File: src/rtl/ohx_pkg.sv
package ohx_pkg;
  // strobes from the position decoder to the output registers
  typedef struct packed {
    logic capture;  // the current strobed bit is an overhead bit
    logic pulse;    // the current strobed bit is also a data-link bit
  } ohx_strobe_t;
endpackage

File: src/rtl/ohx_ctrl.sv
module ohx_ctrl
  import ohx_pkg::*;
#(
  parameter int POS_W     = 8,
  parameter int FRM_W     = 5,
  parameter int SA_FIRST  = 3,
  parameter int SA_NUM    = 5,
  parameter int T1_FRAMES = 24
) (
  input  logic              clk,
  input  logic              rstN,
  input  logic              e1Mode,
  input  logic              bitStrobe,
  input  logic [POS_W-1:0]  bitPos,
  input  logic [FRM_W-1:0]  frameNum,
  input  logic [SA_NUM-1:0] saClkMask,
  input  logic              fdlClkEn,
  output ohx_strobe_t       stb
);
  localparam logic [FRM_W-1:0] T1_LIMIT = FRM_W'(T1_FRAMES);

  logic [SA_NUM-1:0] saHit;
  logic e1Slot, e1ClkSel, e1NonAlign, t1Slot, isOh, clkSel;

  // one comparator per national bit position
  genvar gi;
  generate
    for (gi = 0; gi < SA_NUM; gi++) begin : g_sa
      assign saHit[gi] = (bitPos == POS_W'(SA_FIRST + gi));
    end
  endgenerate

  always_comb begin
    e1Slot     = |saHit;
    e1ClkSel   = |(saHit & saClkMask);
    e1NonAlign = frameNum[0];
    t1Slot     = (bitPos == '0) && !frameNum[0] && (frameNum < T1_LIMIT);
    isOh       = e1Mode ? (e1Slot && e1NonAlign) : t1Slot;
    clkSel     = e1Mode ? e1ClkSel : fdlClkEn;
    stb.capture = bitStrobe && isOh;
    stb.pulse   = bitStrobe && isOh && clkSel;
  end

  // input rule: recovered bits are never strobed back to back
  assert_strobe_spacing_R7: assert property (@(posedge clk) disable iff (!rstN)
    bitStrobe |=> !bitStrobe);

  // a clock pulse is only requested for a tapped bit
  assert_pulse_needs_tap_R4: assert property (@(posedge clk) disable iff (!rstN)
    stb.pulse |-> stb.capture);

  // E1 frames carrying the alignment word are never tapped
  assert_no_tap_align_frame_R3: assert property (@(posedge clk) disable iff (!rstN)
    (e1Mode && !frameNum[0]) |-> !stb.capture);

  // T1 bits past the superframe are never tapped
  assert_no_tap_past_frame_R6: assert property (@(posedge clk) disable iff (!rstN)
    (!e1Mode && frameNum >= T1_LIMIT) |-> !stb.capture);
endmodule

File: src/rtl/ohx_dp.sv
module ohx_dp
  import ohx_pkg::*;
(
  input  logic        clk,
  input  logic        rstN,
  input  logic        rxBit,
  input  ohx_strobe_t stb,
  output logic        ohData,
  output logic        ohClk
);
  logic clkPend;

  // data updates one edge before the clock rises
  always_ff @(posedge clk) begin
    if (!rstN) begin
      ohData  <= 1'b0;
      clkPend <= 1'b0;
      ohClk   <= 1'b0;
    end else begin
      if (stb.capture) ohData <= rxBit;
      clkPend <= stb.pulse;
      ohClk   <= clkPend;
    end
  end

  // pulse is one cycle wide
  assert_clk_single_R7: assert property (@(posedge clk) disable iff (!rstN)
    ohClk |=> !ohClk);

  // data is stable while the clock is high
  assert_data_stable_high_R7: assert property (@(posedge clk) disable iff (!rstN)
    ohClk |-> $stable(ohData));

  // a pulse follows its request by two cycles
  assert_clk_lag_R4: assert property (@(posedge clk) disable iff (!rstN)
    ohClk |-> $past(stb.pulse, 2));

  // data holds when no bit is tapped
  assert_hold_R8: assert property (@(posedge clk) disable iff (!rstN)
    !stb.capture |=> $stable(ohData));
endmodule

File: src/rtl/ohx_rx_port.sv
module ohx_rx_port
  import ohx_pkg::*;
#(
  parameter int POS_W     = 8,
  parameter int FRM_W     = 5,
  parameter int SA_FIRST  = 3,
  parameter int SA_NUM    = 5,
  parameter int T1_FRAMES = 24
) (
  input  logic              clk,
  input  logic              rstN,
  input  logic              e1Mode,
  input  logic              bitStrobe,
  input  logic [POS_W-1:0]  bitPos,
  input  logic [FRM_W-1:0]  frameNum,
  input  logic              rxBit,
  input  logic [SA_NUM-1:0] saClkMask,
  input  logic              fdlClkEn,
  output logic              ohData,
  output logic              ohClk
);
  ohx_strobe_t stb;

  ohx_ctrl #(
    .POS_W(POS_W), .FRM_W(FRM_W), .SA_FIRST(SA_FIRST),
    .SA_NUM(SA_NUM), .T1_FRAMES(T1_FRAMES)
  ) u_ctrl (
    .clk(clk), .rstN(rstN), .e1Mode(e1Mode), .bitStrobe(bitStrobe),
    .bitPos(bitPos), .frameNum(frameNum), .saClkMask(saClkMask),
    .fdlClkEn(fdlClkEn), .stb(stb)
  );

  ohx_dp u_dp (
    .clk(clk), .rstN(rstN), .rxBit(rxBit), .stb(stb),
    .ohData(ohData), .ohClk(ohClk)
  );

  // reset drives both outputs low
  assert_reset_low_R1: assert property (@(posedge clk)
    !rstN |=> (!ohData && !ohClk));
endmodule

File: config.mk
export PLATFORM = sky130hd
export DESIGN_NAME = ohx_rx_port
export DESIGN_NICKNAME = d
export VERILOG_FILES = /design/src/rtl/ohx_pkg.sv /design/src/rtl/ohx_ctrl.sv /design/src/rtl/ohx_dp.sv /design/src/rtl/ohx_rx_port.sv
export SDC_FILE = /design/constraint.sdc
export NUM_CORES = 1
export LEC_CHECK = 0
export BUFFER_PORTS_ARGS = -buffer_cell sky130_fd_sc_hd__buf_2
export CAP_MARGIN = 20
export CORE_AREA = 10 10 47 49
export CTS_CLUSTER_SIZE = 10
export DETAILED_ROUTE_END_ITERATION = 16
export DIE_AREA = 0 0 57 59
export HOLD_SLACK_MARGIN = 0.06
export PLACE_DENSITY = 0.46
export SLEW_MARGIN = 20
export SYNTH_ARGS = -nofsm -noshare
export SYNTH_HDL_FRONTEND = slang
export SYNTH_SLANG_ARGS = --single-unit
File: constraint.sdc
create_clock -name clk -period 2.8 [get_ports clk]
set_input_delay 0.7 -clock clk [delete_from_list [all_inputs] [get_ports clk]]
set_output_delay 0.7 -clock clk [all_outputs]
set_load 0.005 [all_outputs]
Word-level counts from Yosys, hierarchy flattened. Cells that the tools add are included.

Add/sub/neg operators: 0. Bitwise logic cells: 1. Equality and inequality tests: 5. Multipliers: 0. Reduce and logical (&&, ||, !) cells: 9. Divide/modulo/power cells: 0. Multiplexer cells: 2. Shift-type cells: 0. Order comparisons: 1.

Operators by type and width (number): equality test 8 x 3 -> 1 bit (second input constant) (4); OR reduction 5 bit (2); equality test 8 x 2 -> 1 bit (second input constant) (1); zero test 8 bit (1); bitwise AND 5 bit (1); logical AND 1 bit (5); < comparator 5 bit (second input constant) (1); two-way mux 1 bit (2); zero test 1 bit (1).

Latch bits: 0. Logic and storage cells: 21. Input bits: 24. Bits in writable memories: 0. Memories: 0. Output and inout bits: 2. Register bits after elaboration: 3. ROM bits: 0.

Longest topological paths before layout.
Depth in word-level cells: 6. Depth in mapped cells: 4. Gate-level depth less buffers: 4.

Modules after synthesis. Synthesis repeated with hierarchy kept, for this count alone.

Cell total of the unflattened synthesis: 24. Area, all modules: 230.2 µm².

By module, submodules not included: ohx_ctrl (instances 1, cells an instance 17, area each 141.4 µm², sequential area each 0.0 µm²); ohx_dp (instances 1, cells an instance 7, area each 88.8 µm², sequential area each 60.1 µm²).

Worst setup path before layout. No wires, ideal clock.

Path kind: input port to flip-flop. Start point: input port bitPos[0]. End point: register u_dp.clkPend. Arrival time: 1.356 ns. Stages on the path: 3. Required time: 2.680 ns. Path slack: 1.324 ns. Setup time: 0.120 ns. Path buffers: 0. Cell sequence: mux4_2 a21oi_1 nor3_1.

Longest elaborated chain between the ends: 6. Elaborated cells between the ends (all ways): 16. Those cells by class: eq/ne: 5; mux: 2; bitwise: 1; reduce/logical: 8.

RTL lines: start, declared (RTL line ohx_rx_port.sv:14) `input logic [POS_W-1:0] bitPos,`; equality test 8 x 2 -> 1 bit (tied with other cells) (RTL line ohx_ctrl.sv:29) `assign saHit[gi] = (bitPos == POS_W'(SA_FIRST + gi));`; OR reduction 5 bit or logical AND 1 bit (tied branches) (RTL line ohx_ctrl.sv:34, ohx_ctrl.sv:37); logical AND 1 bit, on equally long branches (RTL line ohx_ctrl.sv:38, ohx_ctrl.sv:37); two-way mux 1 bit (RTL line ohx_ctrl.sv:38) `isOh = e1Mode ? (e1Slot && e1NonAlign) : t1Slot;`; logical AND 1 bit (RTL line ohx_ctrl.sv:41) `stb.pulse = bitStrobe && isOh && clkSel;`; logical AND 1 bit * (RTL line ohx_ctrl.sv:41); end signal, assigned (RTL line ohx_dp.sv:21) `clkPend <= stb.pulse;`; end, declared (RTL line ohx_dp.sv:11) `logic clkPend;`.

Mark *: on every way between the ends. The rest lies on a longest branch, timed or not. A chain may end at the register's enable or synchronous reset.

Worst setup path in the final report. Same ends and word-level chain as after synthesis.

==> run_results.csv <==
group,metric,value,unit
placed_design,place_inst,59,
timing,finalHoldViolations,0,
route,wirelength,711,microns
route,antenna_left,0,
cts,h-tree-depth,1,
power,p_leak,0.170,nW
timing,rsz0062_at_grt,"false",
worst_setup_path,cpMaxStageDelayCell,"mux4_2",
yosys,ys.flop_type,"dfxtp_1",
cts,root_buffer,"clkbuf_4",
yosys,ys_top_cells_by_count,"3 x dfxtp_1, 3 x nand2_1, 2 x a21oi_1, 2 x nor3_1, 2 x o21ai_0",
finish,final_cells,63,
die,rows,14,
route,vias,247,
worst_setup_path,crit_arrival,1550,ps
yosys,yosysWarningCount,0,
worst_setup_path,critical_path.max_stage_delay,490,ps
cts,numCtsBuffers,3,
power,power_frac_comb,17.6,%
worst_setup_path,crit_chain,"buf_2, mux4_2, a21oi_1, nor3_1",
power,p_clk_share,52.3,%
yosys,synth_top_cell_area_share,33.1,%
worst_setup_path,end_kind,"flop",
power,power_density,417,nW/um^2
grt,antenna_found_initial,0,
power,pwr-share-seq,30.1,%
finish,nFillCells,167,
die,dieHeight,59,microns
route,drc,0,
worst_setup_path,path_delay_family,"multiplexers",
worst_setup_path,worstSetupPathType,"in2reg",
finish,finalNetCount,72,
finish,seq_area,60.1,sq um
die,core-area,1400,sq um
route,initialDrtViolationCount,3,
cts,clock-sinks,3,
power,p_int,112,uW
grt,track_usage,4.32,%
finish,drive_gt1_share,59.6,%
cts,clk_pin_slew_worst_paths,40,ps
yosys,synth_edf_count,0,
die,initial_core_util,12.9,%
power,peakVddDrop,0.0000801,V
die,io-pin-count,26,
cts,cts_resized,0,
placed_design,gp_congestion,0.624,
die,dieArea,3360,sq um
timing,setup_viol,0,
power,netSwitchingFraction,21.7,%
finish,syn2layout_area_growth,89.0,%
yosys,synth.distinct_cells,13,
grt,grt_pass1_wl,1100,microns
job,maxCapViolations,0,
route,wl_per_cell,11.3,microns
power,p_total,143,uW
yosys,ys_seq_area_share,33.1,%
yosys,async_flop_share,0,%
worst_setup_path,crit_buf_inv,1,
power,power_switching,31.0,uW
yosys,synthesis.nets,44,
timing,skew,0.936,ps
timing,layout_min_cycle_time,1430,ps
yosys,yosys_register_bits,3,
worst_setup_path,crit_path_start_kind,"primary input",
yosys,syn_area_per_cell,9.07,sq um
placed_design,port_buffers,23,
timing,final.period_utilization,51.0,%
grt,grt_pass1_vias,272,
cts,postCtsSetupBuffers,0,
grt,overflow,0,
cts,cts_hold_buf,0,
yosys,netlist_instances,20,
timing,finalMaxSlewViolations,0,
die,fp.dieW,57,microns
timing,slew_headroom,83.3,%
run_status,status,"completed",
cts,clk_path_buf_depth,2,
worst_setup_path,cp_max_fo,4,
worst_setup_path,worst_ep_required_time,2920,ps
timing,worstMarginPinSlew,248,ps
route,dr.pass1.iters,3,
yosys,ys_top_cells_by_area,"dfxtp_1 33%, mux4_2 12%, a211oi_2 6.9%",
finish,n_antenna_cell,0,
cts,clock_latency,230,ps
grt,grt_max_degree,5,
cts,cts_tree,"yes",
worst_hold_path,holdCritPathClass,"reg2reg",
route,viasPerCell,3.92,
yosys,yosysTopAreaCell,"dfxtp_1",
timing,fmax,0.700,GHz
yosys,synth_area,181,sq um
finish,multiInputGateArea,121,sq um
timing,finalSetupTns,0,ps
-- state kept, by name, summed over array words and instances, names as in the netlist --
register      cells
u_dp.clkPend      1
u_dp.ohClk        1
u_dp.ohData       1
-- metrics by stage --
| stage | setup slack [ps] | hold WS (ps) | util [%] | cell area [sq um] |
|---|---|---|---|---|
| detailed placement | 1130 | 420 | 22.6 | 317 |
| CTS | 1380 | 429 | 24.5 | 343 |
| global route | 1350 | 463 | 24.5 | 343 |
| global placement | 1130 | 411 | 22.6 | 317 |
| finish | 1370 | 426 | 24.5 | 343 |
| floorplan | 1320 | 406 | - | 181 |
-- routing by layer --
layer	global-route usage [%]	vias to the layer above	routed length, microns
met2	6.67	11	376
met3	3.43	0	76
met5	0	-	0
met1	3.44	103	258
met4	4.03	0	0
li1	-	133	-
-- worst paths after layout --
check | from | cells past startpoint | slack, ps | end
worst max-delay path | bitPos[0] | 4 | 1370 | u_dp.clkPend$_SDFF_PN0_
worst min-delay path | u_dp.clkPend$_SDFF_PN0_ | 1 | 430 | u_dp.ohClk$_SDFF_PN0_
worst max register to register | u_dp.ohData$_SDFFE_PN0P_ | 2 | 2240 | u_dp.ohData$_SDFFE_PN0P_
worst min register to register | u_dp.clkPend$_SDFF_PN0_ | 1 | 430 | u_dp.ohClk$_SDFF_PN0_
-- layout by cell type (no fill, tap or decap), drive strengths merged --
cell type  count
a21oi          2
buf           23
dfxtp          3
o2bb2ai        1
nor4           1
mux2i          1
a211oi         1
clkbuf         4
nand4b         1
nand3          1
o21ai          2
and2           1
nand2          3
mux4           1
nor3           2
-- layout make-up --
class / instances / share of cell area [%]
Tap cell: 16 / 5.84
Timing Repair Buffer: 23 / 33.6
Sequential cell: 3 / 17.5
Multi-Input combinational cell: 17 / 35.4
Clock buffer: 4 / 7.66
-- cells by family after synthesis --
group	count (synthesis)	share of synthesized area, %
AOI/OAI and AO/OA	6	22.8
DFF	3	33.1
muxes	2	17.9
and+or+nand+nor	9	26.2
-- power by group through the flow --
| stage | registers (mW) | clock network, mW | logic, mW |
|---|---|---|---|
| after floorplan | 0.0437 | 0 | 0.00743 |
| after global placement | 0.0437 | 0 | 0.0251 |
| after detailed placement | 0.0437 | 0 | 0.0253 |
| after CTS | 0.0430 | 0.0786 | 0.0254 |
| after global routing | 0.0430 | 0.0867 | 0.0281 |
| final | 0.0430 | 0.0746 | 0.0251 |
Note: power is estimated with default switching activity, not from simulation.
